==> config.mk <==
export PLATFORM = sky130hd
export DESIGN_NAME = typeb_char_rx
export DESIGN_NICKNAME = d
export VERILOG_FILES = /design/src/rtl/typeb_rx_pkg.sv /design/src/rtl/typeb_rx_count.sv /design/src/rtl/typeb_rx_shift10.sv /design/src/rtl/typeb_char_rx.sv
export SDC_FILE = /design/constraint.sdc
export NUM_CORES = 1
export LEC_CHECK = 0
export BUFFER_PORTS_ARGS = -buffer_cell sky130_fd_sc_hd__buf_2
export CAP_MARGIN = 20
export CORE_ASPECT_RATIO = 0.6
export CORE_MARGIN = 4
export CORE_UTILIZATION = 53
export DETAILED_ROUTE_END_ITERATION = 7
export GPL_TIMING_DRIVEN = 0
export PLACE_DENSITY_LB_ADDON = 0.25
export SYNTH_ARGS = -nofsm -noshare
export SYNTH_HDL_FRONTEND = slang
export SYNTH_SLANG_ARGS = --single-unit
export TNS_END_PERCENT = 10
==> constraint.sdc <==
create_clock -name clk -period 1.9 [get_ports clk]
set_clock_uncertainty 0.15 [all_clocks]
set_input_delay 0.38 -clock clk [delete_from_list [all_inputs] [get_ports clk]]
set_output_delay 0.38 -clock clk [all_outputs]
set_load 0.01 [all_outputs]
==> src/rtl/typeb_rx_pkg.sv <==
package typeb_rx_pkg;
    localparam int DATA_W = 8;
    localparam int CHAR_W = DATA_W + 2;

    typedef enum logic [1:0] {
        RX_HUNT,
        RX_SOF_LOW,
        RX_WAIT_START,
        RX_CHAR
    } rx_state_e;
endpackage

==> src/rtl/typeb_rx_count.sv <==
module typeb_rx_count #(
    parameter int W = 4
) (
    input  logic         clk,
    input  logic         rst,
    input  logic         clr,
    input  logic         inc,
    output logic [W-1:0] cnt
);
    always_ff @(posedge clk) begin
        if (rst || clr) begin
            cnt <= '0;
        end else if (inc) begin
            cnt <= cnt + 1'b1;
        end
    end
endmodule

==> src/rtl/typeb_rx_shift10.sv <==
module typeb_rx_shift10
    import typeb_rx_pkg::*;
(
    input  logic              clk,
    input  logic              rst,
    input  logic              clr,
    input  logic              en,
    input  logic              bit_i,
    output logic              ok_nxt_o,
    output logic              eof_nxt_o,
    output logic [DATA_W-1:0] byte_nxt_o
);
    logic [CHAR_W-1:0] word_q;
    logic [CHAR_W-1:0] word_nxt;

    // New bit enters at the top, older bits move toward bit 0
    assign word_nxt   = {bit_i, word_q[CHAR_W-1:1]};
    assign ok_nxt_o   = word_nxt[CHAR_W-1] && !word_nxt[0];
    assign eof_nxt_o  = (word_nxt == '0);
    assign byte_nxt_o = word_nxt[CHAR_W-2:1];

    always_ff @(posedge clk) begin
        if (rst || clr) begin
            word_q <= '0;
        end else if (en) begin
            word_q <= word_nxt;
        end
    end
endmodule

==> src/rtl/typeb_char_rx.sv <==
module typeb_char_rx
    import typeb_rx_pkg::*;
#(
    parameter int SPE         = 4,
    parameter int SOF_MIN_LOW = 10,
    parameter int SOF_MAX_LOW = 12,
    parameter int GAP_MAX     = 25,
    parameter int MAX_BYTES   = 16,
    localparam int CNT_W      = $clog2(MAX_BYTES + 1)
) (
    input  logic              clk,
    input  logic              rst,
    input  logic              line_i,
    output logic              byte_we_o,
    output logic [DATA_W-1:0] byte_data_o,
    output logic [CNT_W-1:0]  byte_idx_o,
    output logic              done_o,
    output logic [CNT_W-1:0]  done_cnt_o,
    output logic              err_o
);
    localparam int POS_LIM = (GAP_MAX > SPE) ? GAP_MAX : SPE;
    localparam int POS_W   = $clog2(POS_LIM + 2);
    localparam int BIT_LIM = (SOF_MAX_LOW > CHAR_W) ? SOF_MAX_LOW : CHAR_W;
    localparam int BIT_W   = $clog2(BIT_LIM + 2);
    localparam logic [POS_W-1:0] EVAL_PH  = POS_W'(SPE / 2);
    localparam logic [POS_W-1:0] SPE_L    = POS_W'(SPE);
    localparam logic [POS_W-1:0] GAP_L    = POS_W'(GAP_MAX);
    localparam logic [BIT_W-1:0] SMIN_L   = BIT_W'(SOF_MIN_LOW);
    localparam logic [BIT_W-1:0] SMAX_L   = BIT_W'(SOF_MAX_LOW);
    localparam logic [BIT_W-1:0] CHBITS_L = BIT_W'(CHAR_W);
    localparam logic [CNT_W-1:0] MAXB_L   = CNT_W'(MAX_BYTES);

    rx_state_e st_q, st_d;

    logic [POS_W-1:0] pos_q, pos_nxt;
    logic [BIT_W-1:0] bit_q, bit_nxt;
    logic [CNT_W-1:0] byt_q, byt_nxt;
    logic pos_clr, pos_inc, bit_clr, bit_inc, byt_clr, byt_inc;
    logic sh_clr, sh_en;
    logic ok_nxt, eof_nxt;
    logic [DATA_W-1:0] byte_nxt;
    logic eval, wrap;
    logic we_d, done_d, err_d;

    typeb_rx_count #(.W(POS_W)) u_pos (
        .clk(clk), .rst(rst), .clr(pos_clr), .inc(pos_inc), .cnt(pos_q)
    );
    typeb_rx_count #(.W(BIT_W)) u_bits (
        .clk(clk), .rst(rst), .clr(bit_clr), .inc(bit_inc), .cnt(bit_q)
    );
    typeb_rx_count #(.W(CNT_W)) u_bytes (
        .clk(clk), .rst(rst), .clr(byt_clr), .inc(byt_inc), .cnt(byt_q)
    );
    typeb_rx_shift10 u_shift (
        .clk(clk), .rst(rst), .clr(sh_clr), .en(sh_en), .bit_i(line_i),
        .ok_nxt_o(ok_nxt), .eof_nxt_o(eof_nxt), .byte_nxt_o(byte_nxt)
    );

    assign pos_nxt = pos_q + 1'b1;
    assign bit_nxt = bit_q + 1'b1;
    assign byt_nxt = byt_q + 1'b1;
    assign eval    = (pos_nxt == EVAL_PH);
    assign wrap    = (pos_nxt >= SPE_L);

    // Next state and control
    always_comb begin
        st_d    = st_q;
        pos_clr = 1'b0;
        pos_inc = 1'b0;
        bit_clr = 1'b0;
        bit_inc = 1'b0;
        byt_clr = 1'b0;
        byt_inc = 1'b0;
        sh_clr  = 1'b0;
        sh_en   = 1'b0;
        we_d    = 1'b0;
        done_d  = 1'b0;
        err_d   = 1'b0;
        unique case (st_q)
            RX_HUNT: begin
                if (!line_i) begin
                    st_d    = RX_SOF_LOW;
                    pos_clr = 1'b1;
                    bit_clr = 1'b1;
                end
            end
            RX_SOF_LOW: begin
                pos_inc = 1'b1;
                if (wrap) pos_clr = 1'b1;
                if (eval) begin
                    bit_inc = 1'b1;
                    if (bit_nxt > SMAX_L) begin
                        st_d = RX_HUNT;
                    end else if (line_i) begin
                        if (bit_q >= SMIN_L) begin
                            st_d    = RX_WAIT_START;
                            pos_clr = 1'b1;
                            byt_clr = 1'b1;
                        end else begin
                            st_d = RX_HUNT;
                        end
                    end
                end
            end
            RX_WAIT_START: begin
                pos_inc = 1'b1;
                if (line_i) begin
                    if (pos_nxt > GAP_L) begin
                        st_d  = RX_HUNT;
                        err_d = 1'b1;
                    end
                end else begin
                    st_d    = RX_CHAR;
                    pos_clr = 1'b1;
                    bit_clr = 1'b1;
                    sh_clr  = 1'b1;
                end
            end
            RX_CHAR: begin
                pos_inc = 1'b1;
                if (wrap) pos_clr = 1'b1;
                if (eval) begin
                    sh_en   = 1'b1;
                    bit_inc = 1'b1;
                    if (bit_nxt == CHBITS_L) begin
                        if (ok_nxt) begin
                            we_d    = 1'b1;
                            byt_inc = 1'b1;
                            if (byt_nxt >= MAXB_L) begin
                                st_d  = RX_HUNT;
                                err_d = 1'b1;
                            end else begin
                                st_d    = RX_WAIT_START;
                                pos_clr = 1'b1;
                            end
                        end else if (eof_nxt) begin
                            st_d   = RX_HUNT;
                            done_d = (byt_q != '0);
                        end else begin
                            st_d  = RX_HUNT;
                            err_d = 1'b1;
                        end
                    end
                end
            end
        endcase
    end

    // State register
    always_ff @(posedge clk) begin
        if (rst) st_q <= RX_HUNT;
        else     st_q <= st_d;
    end

    // Output registers
    always_ff @(posedge clk) begin
        if (rst) begin
            byte_we_o   <= 1'b0;
            byte_data_o <= '0;
            byte_idx_o  <= '0;
            done_o      <= 1'b0;
            done_cnt_o  <= '0;
            err_o       <= 1'b0;
        end else begin
            byte_we_o <= we_d;
            done_o    <= done_d;
            err_o     <= err_d;
            if (we_d) begin
                byte_data_o <= byte_nxt;
                byte_idx_o  <= byt_q;
            end
            if (done_d) done_cnt_o <= byt_q;
        end
    end


    done_err_excl_chk: assert property (@(posedge clk) disable iff (rst)
        !(done_o && err_o));

    err_to_hunt_chk: assert property (@(posedge clk) disable iff (rst)
        err_o |-> (st_q == RX_HUNT));

    done_to_hunt_chk: assert property (@(posedge clk) disable iff (rst)
        done_o |-> (st_q == RX_HUNT && done_cnt_o != '0));

    gap_bound_chk: assert property (@(posedge clk) disable iff (rst)
        (st_q == RX_WAIT_START) |-> (pos_q <= GAP_L));

    char_phase_chk: assert property (@(posedge clk) disable iff (rst)
        (st_q == RX_CHAR) |-> (pos_q < SPE_L));

    we_spacing_chk: assert property (@(posedge clk) disable iff (rst)
        byte_we_o |=> !byte_we_o);

    idx_range_chk: assert property (@(posedge clk) disable iff (rst)
        byte_we_o |-> (byte_idx_o < MAXB_L));

    sof_count_chk: assert property (@(posedge clk) disable iff (rst)
        (st_q == RX_SOF_LOW) |-> (bit_q <= SMAX_L));
endmodule

==> reports/results.ini <==
[timing]
min_period_ps = 1980
max_slew_margin = 0.619
worst_pin_slew_ps = 571
slew_violations = 0
setup_violations = 38
setup_ws_ps = -77.4
hold_violations = 0
clock.fmax_mhz = 506
period_share = 1.04
rsz0062_at_grt = yes
fin_setup_tns_ps = -1240

[detailed_routing]
drtAntennaViolNets = 0
drt_wl_total_um = 6090
vias = 2195
first_pass_iters = 4
wire_per_inst_um = 16.1
vias_per_cell = 5.82
drc = 0
drt-initial-drc-count = 75

[clock_tree]
path_clk_slew_ps = 90
numCtsBuffers = 5
clockBufferDepth = 2
cts_root_buf = clkbuf_8
cts_num_sinks = 46
cts_tree = built
htreeDepth = 2
clock_latency_ps = 310

[worst_setup_path]
r2r-start = u_bits.cnt[1]
cp-startpoint = u_bits.cnt[1]
timing.rr.end = st_q[1]
critPathLaunchType = flip-flop
path_max_fanout = 6
rrSetupSlack_ps = -80
crit_required_ps = 1960
r2r_cells = 6
crit_type = flip-flop to flip-flop
endpoint_kind = flip-flop
arrival_ps = 2040
crit_end = st_q[1]

[global_route]
grt_pass1_vias = 2026
antenna_found_initial = 0
grt_max_degree = 15
track_usage = 0.227
overflow = 0
grt_pass1_wl_um = 9910

[yosys]
synthMuxAreaShare = 0.0671
synth_nets = 281
synth_warnings = 0
synth_flop_cell = dfxtp_1
syn_area_per_cell_um2 = 8.85
synth_xor_area_frac = 0.0257
synth-edff-count = 0
synthAdderAreaFrac = 0.0419
async_flop_share = 0
syn_area_mm2 = 0.00239
synth_area_leaders = dfxtp_1 (39%), mux2i_1 (6.7%), a21oi_1 (4.8%)
synth_compound_area_frac = 0.202
netlist.top_cell.by_area = dfxtp_1
synth-simple-area-share = 0.217
ys_types = 55
ys_seq_elements = 46
synth_top_family_by_area = simple AND/OR/NAND/NOR gates
syn-instance-count = 270
synth_top_area_frac = 0.386
synth_seq_area_share = 0.386

[final_layout]
drive_above_1_share = 0.347
design_area_mm2 = 0.00312
layout_common_cells = dfxtp_1 (38), nand2_1 (27), buf_2 (26)
final_util = 0.736
num-nets-final = 327
final_common_cell = dfxtp_1
n_antenna_cell = 0
synthToLayoutAreaGrowth_pct = 30.5

[power_and_ir_drop]
powerDensity_mw_per_mm2 = 587
ir_worst_vdd_uv = 555
leakagePower_nw = 1.23
power_mw = 1.83

[floorplan]
ioPinCount = 24
die_w_um = 94.7
core_area_mm2 = 0.00423
die_area_mm2 = 0.00568
die_h_um = 60
start_util = 0.564
num_rows = 18

[run_status]
violations = setup timing
status = finished, violations left

[placed_design]
hpwl_um = 4110
gp_congestion = 0.862
port_buffers = 23
place_area_mm2 = 0.00267
dp_slack_ps = -322

[min_path]
min-delay-start = u_shift.word_q[8]
hp-class = flip-flop to flip-flop
hold_path_depth = 2

[flow_run]
max_cap_violations = 0

## cell type report
cell class	count	area, um^2
Tap cell	60	75.1
Timing Repair Buffer	41	278
Buffer	16	133
Clock buffer	7	97.6
Fill cell	318	1120
Sequential cell	46	946
Clock inverter	1	6.26
Multi-Input combinational cell	196	1540
Inverter	10	40.0
## routing by layer
metal,vias up,global-route usage,wire length (um)
li1,1056,-,-
met1,1064,0.322,2970
met2,63,0.344,2640
met3,12,0.0491,380
met4,0,0.0719,89
met5,-,0,0
## cells in the mapped netlist, types with 3 or more instances
master / n
or3_1: 5
o21ai_0: 13
nor2_1: 24
a211oi_1: 3
nand4_1: 7
xnor2_1: 5
buf_6: 3
dfxtp_1: 46
a21oi_1: 23
ha_1: 8
nor2b_1: 4
mux2i_1: 16
clkbuf_1: 5
nor3_1: 3
nand3b_1: 3
nand3_1: 9
buf_2: 8
o21ai_1: 3
nand2_1: 28
inv_1: 10
o311ai_1: 3
## worst min-delay path by stage
stage	end	slack [ps]
finish	u_shift.word_q[7]	340
detailed placement	done_cnt_o[1]	310
global placement	done_cnt_o[1]	310
CTS	done_cnt_o[1]	330
global route	done_cnt_o[1]	370
floorplan	u_shift.word_q[1]	300
## per-stage QoR
stage | hold slack [ps] | instances
after global routing | 366 | 377
after CTS | 328 | 377
final | 341 | 377
after detailed placement | 314 | 353
after global placement | 308 | 353
after floorplan | 304 | 270
## critical path, cell delays in order, from the launching register on
cell and delay, ps:
dfxtp_4 400, ha_4 180, and4bb_2 270, or2_1 240, buf_6 130, a31o_4 240
a2111oi_4 270
## cell families (layout without fill, tap and decap cells)
family / Yosys count / in the layout
buf+inv: 28 / 75
flops: 46 / 46
simple gates: 99 / 99
mux: 16 / 16
compound gates: 66 / 66
fa+ha+maj: 8 / 8
xor+xnor: 7 / 7
## power by group
group	switching, mW	internal, mW	leakage, nW
registers	0.0138	0.966	0.377
clock network	0.346	0.341	0.0539
logic	0.101	0.0628	0.802
total	0.461	1.37	1.23
## sequential cells by signal, indices dropped and copies added, names as in the netlist
signal,cells
u_bytes.cnt,5
byte_idx_o,5
byte_data_o,8
err_o,1
u_pos.cnt,5
st_q,2
byte_we_o,1
done_o,1
done_cnt_o,5
u_shift.word_q,9
u_bits.cnt,4
## what timing repair did
item,4_1_cts,5_1_grt
hold buffers,0,0
cloned,1,0
endpoints found under the setup margin,44,43
pin swaps,23,4
setup buffers,17,0
resized for setup,33,16
Note: power is estimated with default switching activity, not from simulation.
